**config.mk**
```make
export PLATFORM = sky130hd
export DESIGN_NAME = mmio_gate
export DESIGN_NICKNAME = d
export VERILOG_FILES = /design/src/rtl/mmio_gate_pkg.sv /design/src/rtl/mmio_region_dec.sv /design/src/rtl/mmio_access_policy.sv /design/src/rtl/mmio_sys_regs.sv /design/src/rtl/mmio_gate.sv
export SDC_FILE = /design/constraint.sdc
export NUM_CORES = 1
export LEC_CHECK = 0
export BUFFER_PORTS_ARGS = -buffer_cell sky130_fd_sc_hd__buf_2
export CORE_MARGIN = 2
export CORE_UTILIZATION = 45
export DETAILED_ROUTE_END_ITERATION = 8
export PLACE_DENSITY = 0.74
export SLEW_MARGIN = 20
export SYNTH_ARGS = -nofsm -noshare
export SYNTH_HDL_FRONTEND = slang
export SYNTH_SLANG_ARGS = --single-unit
```
**constraint.sdc**
```tcl
create_clock -name clk -period 5.4 [get_ports clk]
set_input_delay 1.08 -clock clk [delete_from_list [all_inputs] [get_ports clk]]
set_output_delay 1.08 -clock clk [all_outputs]
set_load 0.05 [all_outputs]
```
**src/rtl/mmio_gate_pkg.sv**
```systemverilog
// Package: shared types and constants of the mode-gated bus decoder.
// Assumes a 32-bit byte address and 32-bit data.
package mmio_gate_pkg;
    localparam int DATA_W    = 32;
    localparam int STRB_W    = DATA_W / 8;
    localparam int NCORES    = 6;
    localparam int CDI_WORDS = 8;
    localparam int WORD_W    = 6;

    // core index assignment
    localparam int CORE_TRNG  = 0;
    localparam int CORE_TIMER = 1;
    localparam int CORE_KEY   = 2;
    localparam int CORE_UART  = 3;
    localparam int CORE_TOUCH = 4;
    localparam int CORE_PRAM  = 5;

    localparam logic [7:0] CORE_PREFIX [NCORES] = '{8'hC0, 8'hC1, 8'hC2, 8'hC3, 8'hC4, 8'hD0};
    localparam logic [7:0] SYS_PREFIX = 8'hFF;

    // system core word indices (byte offset / 4)
    localparam logic [WORD_W-1:0] W_ID0    = 6'd0;
    localparam logic [WORD_W-1:0] W_ID1    = 6'd1;
    localparam logic [WORD_W-1:0] W_VER    = 6'd2;
    localparam logic [WORD_W-1:0] W_SWITCH = 6'd4;
    localparam logic [WORD_W-1:0] W_BASE   = 6'd8;
    localparam logic [WORD_W-1:0] W_LEN    = 6'd9;
    localparam int                W_CDI0   = 16;

    localparam logic [DATA_W-1:0] ID0_VAL = 32'h3161_746D;
    localparam logic [DATA_W-1:0] ID1_VAL = 32'h6664_6B6D;
    localparam logic [DATA_W-1:0] VER_VAL = 32'h0000_0001;

    typedef enum logic [1:0] {
        RG_ROM  = 2'b00,
        RG_RAM  = 2'b01,
        RG_RSVD = 2'b10,
        RG_MMIO = 2'b11
    } region_e;

    typedef enum logic [2:0] {
        TGT_NONE,
        TGT_ROM,
        TGT_RAM,
        TGT_CORE,
        TGT_SYS
    } target_e;
endpackage

```
**src/rtl/mmio_region_dec.sv**
```systemverilog
// Module: address decoder. Maps an address to a target class and a one-hot
// core hit vector. Purely combinational; assumes core prefixes are distinct.
module mmio_region_dec
    import mmio_gate_pkg::*;
(
    input  logic [7:0]        addr_hi,
    output target_e           tgt,
    output logic [NCORES-1:0] core_hit
);
    logic is_sys;

    // one comparator per core prefix
    for (genvar g = 0; g < NCORES; g++) begin : g_hit
        assign core_hit[g] = (addr_hi == CORE_PREFIX[g]);
    end

    assign is_sys = (addr_hi == SYS_PREFIX);

    // region select from the top two bits, then core class
    always_comb begin
        unique case (region_e'(addr_hi[7:6]))
            RG_ROM:  tgt = TGT_ROM;
            RG_RAM:  tgt = TGT_RAM;
            RG_RSVD: tgt = TGT_NONE;
            default: tgt = (|core_hit) ? TGT_CORE : (is_sys ? TGT_SYS : TGT_NONE);
        endcase
    end
endmodule

```
**src/rtl/mmio_access_policy.sv**
```systemverilog
// Module: access rights. Decides from target, offset, direction and mode
// whether an access proceeds or is denied. Combinational; assumes the
// offset fields are taken from an aligned word address.
module mmio_access_policy
    import mmio_gate_pkg::*;
(
    input  target_e           tgt,
    input  logic [NCORES-1:0] core_hit,
    input  logic [WORD_W-1:0] word,
    input  logic              off_ok,
    input  logic              we,
    input  logic              app_mode,
    output logic              deny,
    output logic              sys_wr
);
    logic is_id, is_sw, is_img, is_cdi, known, hidden_core;

    // classify system-core words
    always_comb begin
        is_id  = (word == W_ID0) || (word == W_ID1) || (word == W_VER);
        is_sw  = (word == W_SWITCH);
        is_img = (word == W_BASE) || (word == W_LEN);
        is_cdi = (int'(word) >= W_CDI0) && (int'(word) < W_CDI0 + CDI_WORDS);
        known  = off_ok && (is_id || is_sw || is_img || is_cdi);
    end

    assign hidden_core = app_mode && (core_hit[CORE_KEY] || core_hit[CORE_PRAM]);

    // decision per target class
    always_comb begin
        unique case (tgt)
            TGT_ROM, TGT_RAM: deny = 1'b0;
            TGT_CORE:         deny = hidden_core;
            TGT_SYS:          deny = !known
                                  || (is_id && we)
                                  || (is_sw && app_mode)
                                  || ((is_img || is_cdi) && we && app_mode);
            default:          deny = 1'b1;
        endcase
    end

    assign sys_wr = (tgt == TGT_SYS) && we && !deny;
endmodule

```
**src/rtl/mmio_sys_regs.sv**
```systemverilog
// Module: system core registers. Holds the one-way mode latch, the image
// base/length words and the identity words, and serves reads. Assumes
// wr_en is already qualified by the access policy.
module mmio_sys_regs
    import mmio_gate_pkg::*;
(
    input  logic              clk,
    input  logic              rst_n,
    input  logic              wr_en,
    input  logic [WORD_W-1:0] word,
    input  logic [DATA_W-1:0] wdata,
    input  logic [STRB_W-1:0] strb,
    output logic              app_mode,
    output logic [DATA_W-1:0] rdata
);
    localparam int CDI_IDX_W = (CDI_WORDS > 1) ? $clog2(CDI_WORDS) : 1;

    logic [DATA_W-1:0] img_base, img_len;
    logic [DATA_W-1:0] cdi [CDI_WORDS];
    logic [DATA_W-1:0] bmask;

    // byte strobes widened to a bit mask
    always_comb begin
        for (int b = 0; b < STRB_W; b++) bmask[b*8 +: 8] = {8{strb[b]}};
    end

    // mode latch: set by a non-zero switch write, cleared only by reset
    always_ff @(posedge clk) begin
        if (!rst_n)                                               app_mode <= 1'b0;
        else if (wr_en && word == W_SWITCH && |(wdata & bmask))   app_mode <= 1'b1;
    end

    // image base and length words
    always_ff @(posedge clk) begin
        if (!rst_n) begin
            img_base <= '0;
            img_len  <= '0;
        end else if (wr_en && word == W_BASE) begin
            img_base <= (img_base & ~bmask) | (wdata & bmask);
        end else if (wr_en && word == W_LEN) begin
            img_len  <= (img_len & ~bmask) | (wdata & bmask);
        end
    end

    // identity words, one register per index
    for (genvar g = 0; g < CDI_WORDS; g++) begin : g_cdi
        always_ff @(posedge clk) begin
            if (!rst_n)                                 cdi[g] <= '0;
            else if (wr_en && int'(word) == W_CDI0 + g) cdi[g] <= (cdi[g] & ~bmask) | (wdata & bmask);
        end
    end

    // read multiplexer
    always_comb begin
        logic [CDI_IDX_W-1:0] ci;
        ci = CDI_IDX_W'(int'(word) - W_CDI0);
        if (word == W_ID0)                                                 rdata = ID0_VAL;
        else if (word == W_ID1)                                            rdata = ID1_VAL;
        else if (word == W_VER)                                            rdata = VER_VAL;
        else if (word == W_BASE)                                           rdata = img_base;
        else if (word == W_LEN)                                            rdata = img_len;
        else if (int'(word) >= W_CDI0 && int'(word) < W_CDI0 + CDI_WORDS)  rdata = cdi[ci];
        else                                                               rdata = '0;
    end

    AST_MODE_STICKY: assert property (@(posedge clk) disable iff (!rst_n) app_mode |=> app_mode);
    AST_IMG_FROZEN: assert property (@(posedge clk) disable iff (!rst_n)
        app_mode |=> ($stable(img_base) && $stable(img_len)));
    AST_CDI0_FROZEN: assert property (@(posedge clk) disable iff (!rst_n)
        app_mode |=> $stable(cdi[0]));
endmodule

```
**src/rtl/mmio_gate.sv**
```systemverilog
// Module: top of the mode-gated bus decoder. Accepts one request per cycle
// (always ready), drives combinational selects in the request cycle and a
// registered response one cycle later. Assumes stubs or cores answer reads
// combinationally in the request cycle.
module mmio_gate
    import mmio_gate_pkg::*;
(
    input  logic                     clk,
    input  logic                     rst_n,
    input  logic                     req_valid,
    output logic                     req_ready,
    input  logic [31:0]              req_addr,
    input  logic                     req_we,
    input  logic [DATA_W-1:0]        req_wdata,
    input  logic [STRB_W-1:0]        req_strb,
    output logic                     sel_rom,
    output logic                     sel_ram,
    output logic [NCORES-1:0]        core_sel,
    input  logic [DATA_W-1:0]        rom_rdata,
    input  logic [DATA_W-1:0]        ram_rdata,
    input  logic [NCORES*DATA_W-1:0] core_rdata,
    output logic                     rsp_valid,
    output logic [DATA_W-1:0]        rsp_rdata,
    output logic                     rsp_denied,
    output logic                     app_mode
);
    target_e           tgt;
    logic [NCORES-1:0] core_hit;
    logic              deny, sys_wr, off_ok;
    logic [DATA_W-1:0] sys_rdata, mux_rdata;

    assign req_ready = 1'b1;
    assign off_ok    = (req_addr[23:8] == '0) && (req_addr[1:0] == 2'b00);

    mmio_region_dec u_dec (
        .addr_hi  (req_addr[31:24]),
        .tgt      (tgt),
        .core_hit (core_hit)
    );

    mmio_access_policy u_pol (
        .tgt      (tgt),
        .core_hit (core_hit),
        .word     (req_addr[7:2]),
        .off_ok   (off_ok),
        .we       (req_we),
        .app_mode (app_mode),
        .deny     (deny),
        .sys_wr   (sys_wr)
    );

    mmio_sys_regs u_sys (
        .clk      (clk),
        .rst_n    (rst_n),
        .wr_en    (req_valid && sys_wr),
        .word     (req_addr[7:2]),
        .wdata    (req_wdata),
        .strb     (req_strb),
        .app_mode (app_mode),
        .rdata    (sys_rdata)
    );

    // select strobes for permitted accesses
    always_comb begin
        sel_rom  = req_valid && !deny && (tgt == TGT_ROM);
        sel_ram  = req_valid && !deny && (tgt == TGT_RAM);
        core_sel = (req_valid && !deny && tgt == TGT_CORE) ? core_hit : '0;
    end

    // read data source selection, forced to zero for writes and denials
    always_comb begin
        mux_rdata = '0;
        unique case (tgt)
            TGT_ROM: mux_rdata = rom_rdata;
            TGT_RAM: mux_rdata = ram_rdata;
            TGT_SYS: mux_rdata = sys_rdata;
            TGT_CORE: begin
                for (int i = 0; i < NCORES; i++)
                    if (core_hit[i]) mux_rdata = core_rdata[i*DATA_W +: DATA_W];
            end
            default: mux_rdata = '0;
        endcase
        if (deny || req_we) mux_rdata = '0;
    end

    // registered response
    always_ff @(posedge clk) begin
        if (!rst_n) begin
            rsp_valid  <= 1'b0;
            rsp_rdata  <= '0;
            rsp_denied <= 1'b0;
        end else begin
            rsp_valid  <= req_valid;
            rsp_rdata  <= req_valid ? mux_rdata : '0;
            rsp_denied <= req_valid && deny;
        end
    end

    AST_SEL_ONEHOT: assert property (@(posedge clk) disable iff (!rst_n)
        $onehot0({core_sel, sel_ram, sel_rom}));
    AST_HIDDEN_NO_SEL: assert property (@(posedge clk) disable iff (!rst_n)
        app_mode |-> (!core_sel[CORE_KEY] && !core_sel[CORE_PRAM]));
    AST_RSP_FOLLOWS: assert property (@(posedge clk) disable iff (!rst_n)
        req_valid |=> rsp_valid);
    AST_DENY_ZERO: assert property (@(posedge clk) disable iff (!rst_n)
        rsp_denied |-> (rsp_valid && rsp_rdata == '0));
endmodule

```
==> flow_summary.toml, run 1 <==
[run_status]
status = "complete, no violations"

[floorplan]
ios = 372
dieHeight_um = 216
placementRows = 77
start_util = 0.456
fp.dieW_um = 216
coreArea_um2 = 44300
dieArea_um2 = 46600

[job]
maxCapViolCount = 0

[route]
postRouteAntennaNets = 0
totalWireLength_um = 72500
viasPerCell = 6.33
wl_per_cell_um = 26.1
wl_met2_um = 35900
drt_iter0_markers = 2263
remaining_drc_errors = 0
met1_length_um = 26000
highest_layer = "met4"
first_pass_iters = 6
via_count = 17600
met3WireLength_um = 6160

[layout]
regArea_um2 = 9670
multi_input_area_um2 = 9810
layout-drive-gt1-share = 0.284
fin_util = 0.534
nNetsFinal = 2481
area_growth_pct = 17.1
fill_cells = 3866

[synth]
yosysWarnings = 0
synthArstFlopShare = 0
yosysSeqAreaShare = 0.478
synthTopCellsByArea = "edfxtp_1, mux4_2, dfxtp_1, nand2b_1, a21oi_1"
synth_top_area_share = 0.380
synth_cell_types = 66
yosys-top-cells-count = "a21oi_1, nand2b_1, edfxtp_1"
ys_seq_elements = 355
syn_avg_cell_area_um2 = 10.8
synth_area_um2 = 20200
synth_fp_nets = 2199
yosys_most_used_dff = "edfxtp_1"
synth_edf_count = 256
synth_largest_area_cell = "edfxtp_1"
yosys.cell_count.top_type = "a21oi_1"
synthCells = 1871

[clocking]
numCtsBuffers = 37
postCtsSetupBuffers = 0
clock_sinks = 355
cts-root-buf = "clkbuf_16"
clk_pin_slew_ns = 0.06
clock_latency_ns = 0.55
htreeDepth = 2
hold_buffers = 0
cts_resized = 0
cts_tree = "built"
clock_path_buffers = 3

[hold_path]
holdPathStages = 2
hold_path.class = "reg2reg"

[setup_path]
crit_type = "in2out"
crit_slowest_cell = "buf_4"
worst-r2r-setup-slack_ns = 2.73
cp_cell_sequence = "buf_4 > nor2_1 > buf_4 > a211oi_1 > or3_2 > a31oi_4 > nor4b_1 > buf_2"
slowest_delay_ns = 0.52
timing.rr.end = "u_sys.cdi[4][30]$_SDFFCE_PN0P_"
path_buf_inv = 3
crit_path_start_kind = "input port"
critical-path-top-delay-family = "buffers and inverters"
crit_required_ns = 4.32
cp.arrival_ns = 3.49
cp_common_cell = "buf_4"
cp_max_fo = 36
r2r-start = "u_sys.app_mode$_SDFFE_PN0P_"
worstRegToRegCells = 6
end_kind = "primary output"

[global_routing]
grt_max_degree = 83
track_usage = 0.303
grt_overflow = 0
grt_antenna_before_repair = 13
grt_pass1_wl_um = 108000
grt_pass1_vias = 17300

[sta]
min_period_over_period = 0.846
setup_violations = 0
max_freq_mhz = 219
setup_ws_ns = 0.832
rsz0062_at_grt = "no"
slew_viol_final = 0
slew_headroom = 0.238
finalSetupTns_ns = 0
post-route-min-period_ns = 4.57
final.setup_skew_ns = 0.0235
hold_viol = 0
tightestPinTransition_ns = 1.14

[power_and_ir_drop]
p_leak_nw = 8.54
ir_drop_mv = 0.219
cellPowerDensity_nw_per_um2 = 260

[placed_design]
dp_hpwl_um = 51500
portBuffers = 370
pre_cts_slack_ns = 0.834
place.gp.congestion = 1.01
==> logic make-up (layout without fill, tap and decap cells) <==
logic type | after synthesis | after routing | synth area share
xor gates and xnor gates | 2 | 2 | 0.000866
muxes | 128 | 128 | 0.118
DFF | 355 | 355 | 0.478
other | 1 | 9 | 0.000185
buffers and inverters | 191 | 499 | 0.0414
and+or+nand+nor | 591 | 591 | 0.171
AOI/OAI and AO/OA | 603 | 603 | 0.190
==> cell usage in the layout (no fill, tap or decap), types with 24 or more instances in the layout <==
cell type	instances
o211ai_1	24
a22oi_1	32
dfxtp_1	99
buf_4	56
buf_2	369
nor2_1	30
o21ai_0	59
mux2i_1	39
a21boi_1	65
a21oi_1	268
mux4_2	89
nand2b_1	260
nand3_1	142
edfxtp_1	256
clkbuf_16	38
nand2_1	54
==> worst max path at each step <==
stage / from / to / slack, ns / depth (start not counted)
detailed placement: req_addr[2] / core_sel[5] / 0.83 / 8
finish: req_addr[2] / core_sel[2] / 0.83 / 8
floorplan: req_addr[20] / core_sel[2] / 0.47 / 5
global route: req_addr[2] / core_sel[5] / 0.62 / 8
CTS: req_addr[2] / core_sel[5] / 0.83 / 8
global placement: req_addr[2] / core_sel[2] / 0.86 / 8
==> area by class of cell <==
cell class / count / area share
tap: 592 / 0.0313
antenna: 8 / 0.000846
sequential: 355 / 0.408
clock inverter: 16 / 0.00460
multi-input combinational: 1325 / 0.415
inverter: 8 / 0.00127
timing repair buffer: 426 / 0.0966
clock buffer: 49 / 0.0423
==> per-layer routing <==
layer / vias to the layer above / track usage
met4: 0 / 0.167
met1: 8575 / 0.361
met2: 1061 / 0.522
met3: 197 / 0.0521
met5: - / 0
li1: 7747 / -
==> worst min-delay path, cell delays in order (launching register included) <==
cell      delay, ns
dfxtp_1        0.31
o21ai_0        0.06
a21boi_1       0.05
==> metrics by stage <==
step	hold slack (ns)	cells	total power, W	instance area [um2]
after CTS	0.472	2771	0.00616	23600
after detailed placement	0.463	2706	0.00379	22500
after global placement	0.455	2706	0.00377	22500
after global routing	0.492	2777	0.00631	23700
after floorplan	0.448	1871	0.00348	20200
final	0.469	2779	0.00615	23700
==> report_power, final <==
part           total, W  internal (W)  switching [W]
sequential      0.00302       0.00298      0.0000386
combinational  0.000722      0.000303       0.000418
clock           0.00241       0.00132        0.00109
(Power assumes the default switching activity.)
==> run 2, diff against run 1 <==
PLACE_DENSITY = 0.76   (was 0.74)
clock period = 4.1 ns   (was 5.4 ns; I/O delays follow)
==> run 2 against run 1 <==
Net effect: register-to-register slack got worse by 1.6 ns; highest routed layer is now met5; critical endpoint unchanged; clock power rose by 39%; largest cell class unchanged; hold slack improved by 0.0021 ns; clock-buffer cell count rose by 3.
==> flow_summary.toml, run 2 (synthesis results as in run 1) <==
[setup_path]
cp_cell_sequence = "buf_2 > nor4_1 > a21oi_1 > or3_2 > a31oi_4 > nor4b_1 > buf_4 > buf_2"
cp_common_cell = "buf_2"
slowest_delay_ns = 0.61
crit_path_start_kind = "input port"
crit_required_ns = 3.28
cp_max_fo = 8
r2r-start = "u_sys.app_mode$_SDFFE_PN0P_"
crit_type = "in2out"
cp.arrival_ns = 3.19
critPathLaunch = "req_addr[7]"
end_kind = "primary output"
worst-r2r-setup-slack_ns = 1.10
worstRegToRegCells = 7
crit_slowest_cell = "nor4_1"
timing.rr.end = "u_sys.cdi[0][8]$_SDFFCE_PN0P_"
crit_path_end = "core_sel[2]"

[layout]
layout-drive-gt1-share = 0.293
final_cell_area_um2 = 24000
final_cell_mix = "buf_2, a21oi_1, nand2b_1"
nNetsFinal = 2503
final_common_cell = "buf_2"
area_growth_pct = 18.9

[floorplan]
placementRows = 77
ios = 372
dieArea_um2 = 46600
fp.dieW_um = 216
start_util = 0.456
coreArea_um2 = 44300
dieHeight_um = 216

[run_status]
status = "complete, no violations"

[clocking]
clock_path_buffers = 3
cts-root-buf = "clkbuf_16"
clock_sinks = 355
htreeDepth = 2
numCtsBuffers = 36
cts_tree = "built"
postCtsSetupBuffers = 0
cts_resized = 0
hold_buffers = 0
clk_pin_slew_ns = 0.06
clock_latency_ns = 0.55

[sta]
finalSetupTns_ns = 0
tightestPinTransition_ns = 1.09
setup_violations = 0
max_freq_mhz = 249
holdWs_ns = 0.471
min_period_over_period = 0.978
slew_viol_final = 0
hold_viol = 0
setup_ws_ns = 0.0912
slew_headroom = 0.274
rsz0062_at_grt = "no"
post-route-min-period_ns = 4.01
final.setup_skew_ns = 0.0214

[power_and_ir_drop]
p_clk_frac = 0.404
power_frac_seq = 0.479
total_power_w = 0.00831
p_leak_nw = 8.74
cellPowerDensity_nw_per_um2 = 346
switchingPower_w = 0.00202
p_int_w = 0.00629
ir_drop_mv = 0.253
switching_share = 0.243
combPwrFrac = 0.117

[route]
wl_per_cell_um = 26.2
postRouteAntennaNets = 0
first_pass_iters = 8
viasPerCell = 6.40
totalWireLength_um = 73600
drt_iter0_markers = 1925
remaining_drc_errors = 0
via_count = 18000

[global_routing]
grt_pass1_wl_um = 108000
grt_antenna_before_repair = 19
grt_overflow = 0
grt_max_degree = 75
grt_pass1_vias = 17300
track_usage = 0.306

[placed_design]
portBuffers = 370
place.gp.congestion = 1.04
dp_hpwl_um = 52800
pre_cts_slack_ns = 0.190
postPlaceCellArea_um2 = 22800

[job]
maxCapViolCount = 0

[hold_path]
holdPathStages = 2
hold_path.class = "reg2reg"
[run 2: final cells by class]
type | count | area (um2)
sequential | 355 | 9670
tap | 592 | 741
inverter | 8 | 30.0
timing repair buffer | 449 | 2570
clock inverter | 13 | 153
clock buffer | 52 | 1040
fill | 3793 | 20300
antenna | 14 | 35.0
multi-input combinational | 1325 | 9810
[run 2: per-layer routing]
layer | track usage | part of all wire
met4 | 0.199 | 0.071
met2 | 0.498 | 0.47
met5 | 0 | 0.00058
met3 | 0.0874 | 0.11
met1 | 0.356 | 0.34
[run 2: power groups by stage]
stage | Sequential [W] | Combinational, W | Clock (W)
4_1_cts | 0.00398 | 0.000953 | 0.00338
5_1_grt | 0.00399 | 0.00102 | 0.00351
6_report | 0.00398 | 0.000971 | 0.00336
3_5_place_dp | 0.00405 | 0.000948 | 0
2_1_floorplan | 0.00405 | 0.000526 | 0
3_3_place_gp | 0.00405 | 0.000935 | 0
[run 2: worst min-delay path by stage]
stage	slack [ns]	from	endpoint
finish	0.47	flop	flop
global route	0.48	flop	flop
floorplan	0.45	flop	flop
global placement	0.46	flop	flop
CTS	0.47	flop	flop
detailed placement	0.46	flop	flop
[run 2: metrics by stage]
step / util / instances
floorplan: - / 1871
global placement: 0.515 / 2729
detailed placement: 0.515 / 2729
CTS: 0.542 / 2794
global route: 0.543 / 2808
finish: 0.543 / 2808
[run 2: worst max-delay path, delay by kind of cell]
| kind | cells | cell delay (ns) |
|---|---|---|
| AO/OA/AOI/OAI | 2 | 0.51 |
| buffers and inverters | 3 | 0.57 |
| AND/OR/NAND/NOR | 3 | 1.28 |
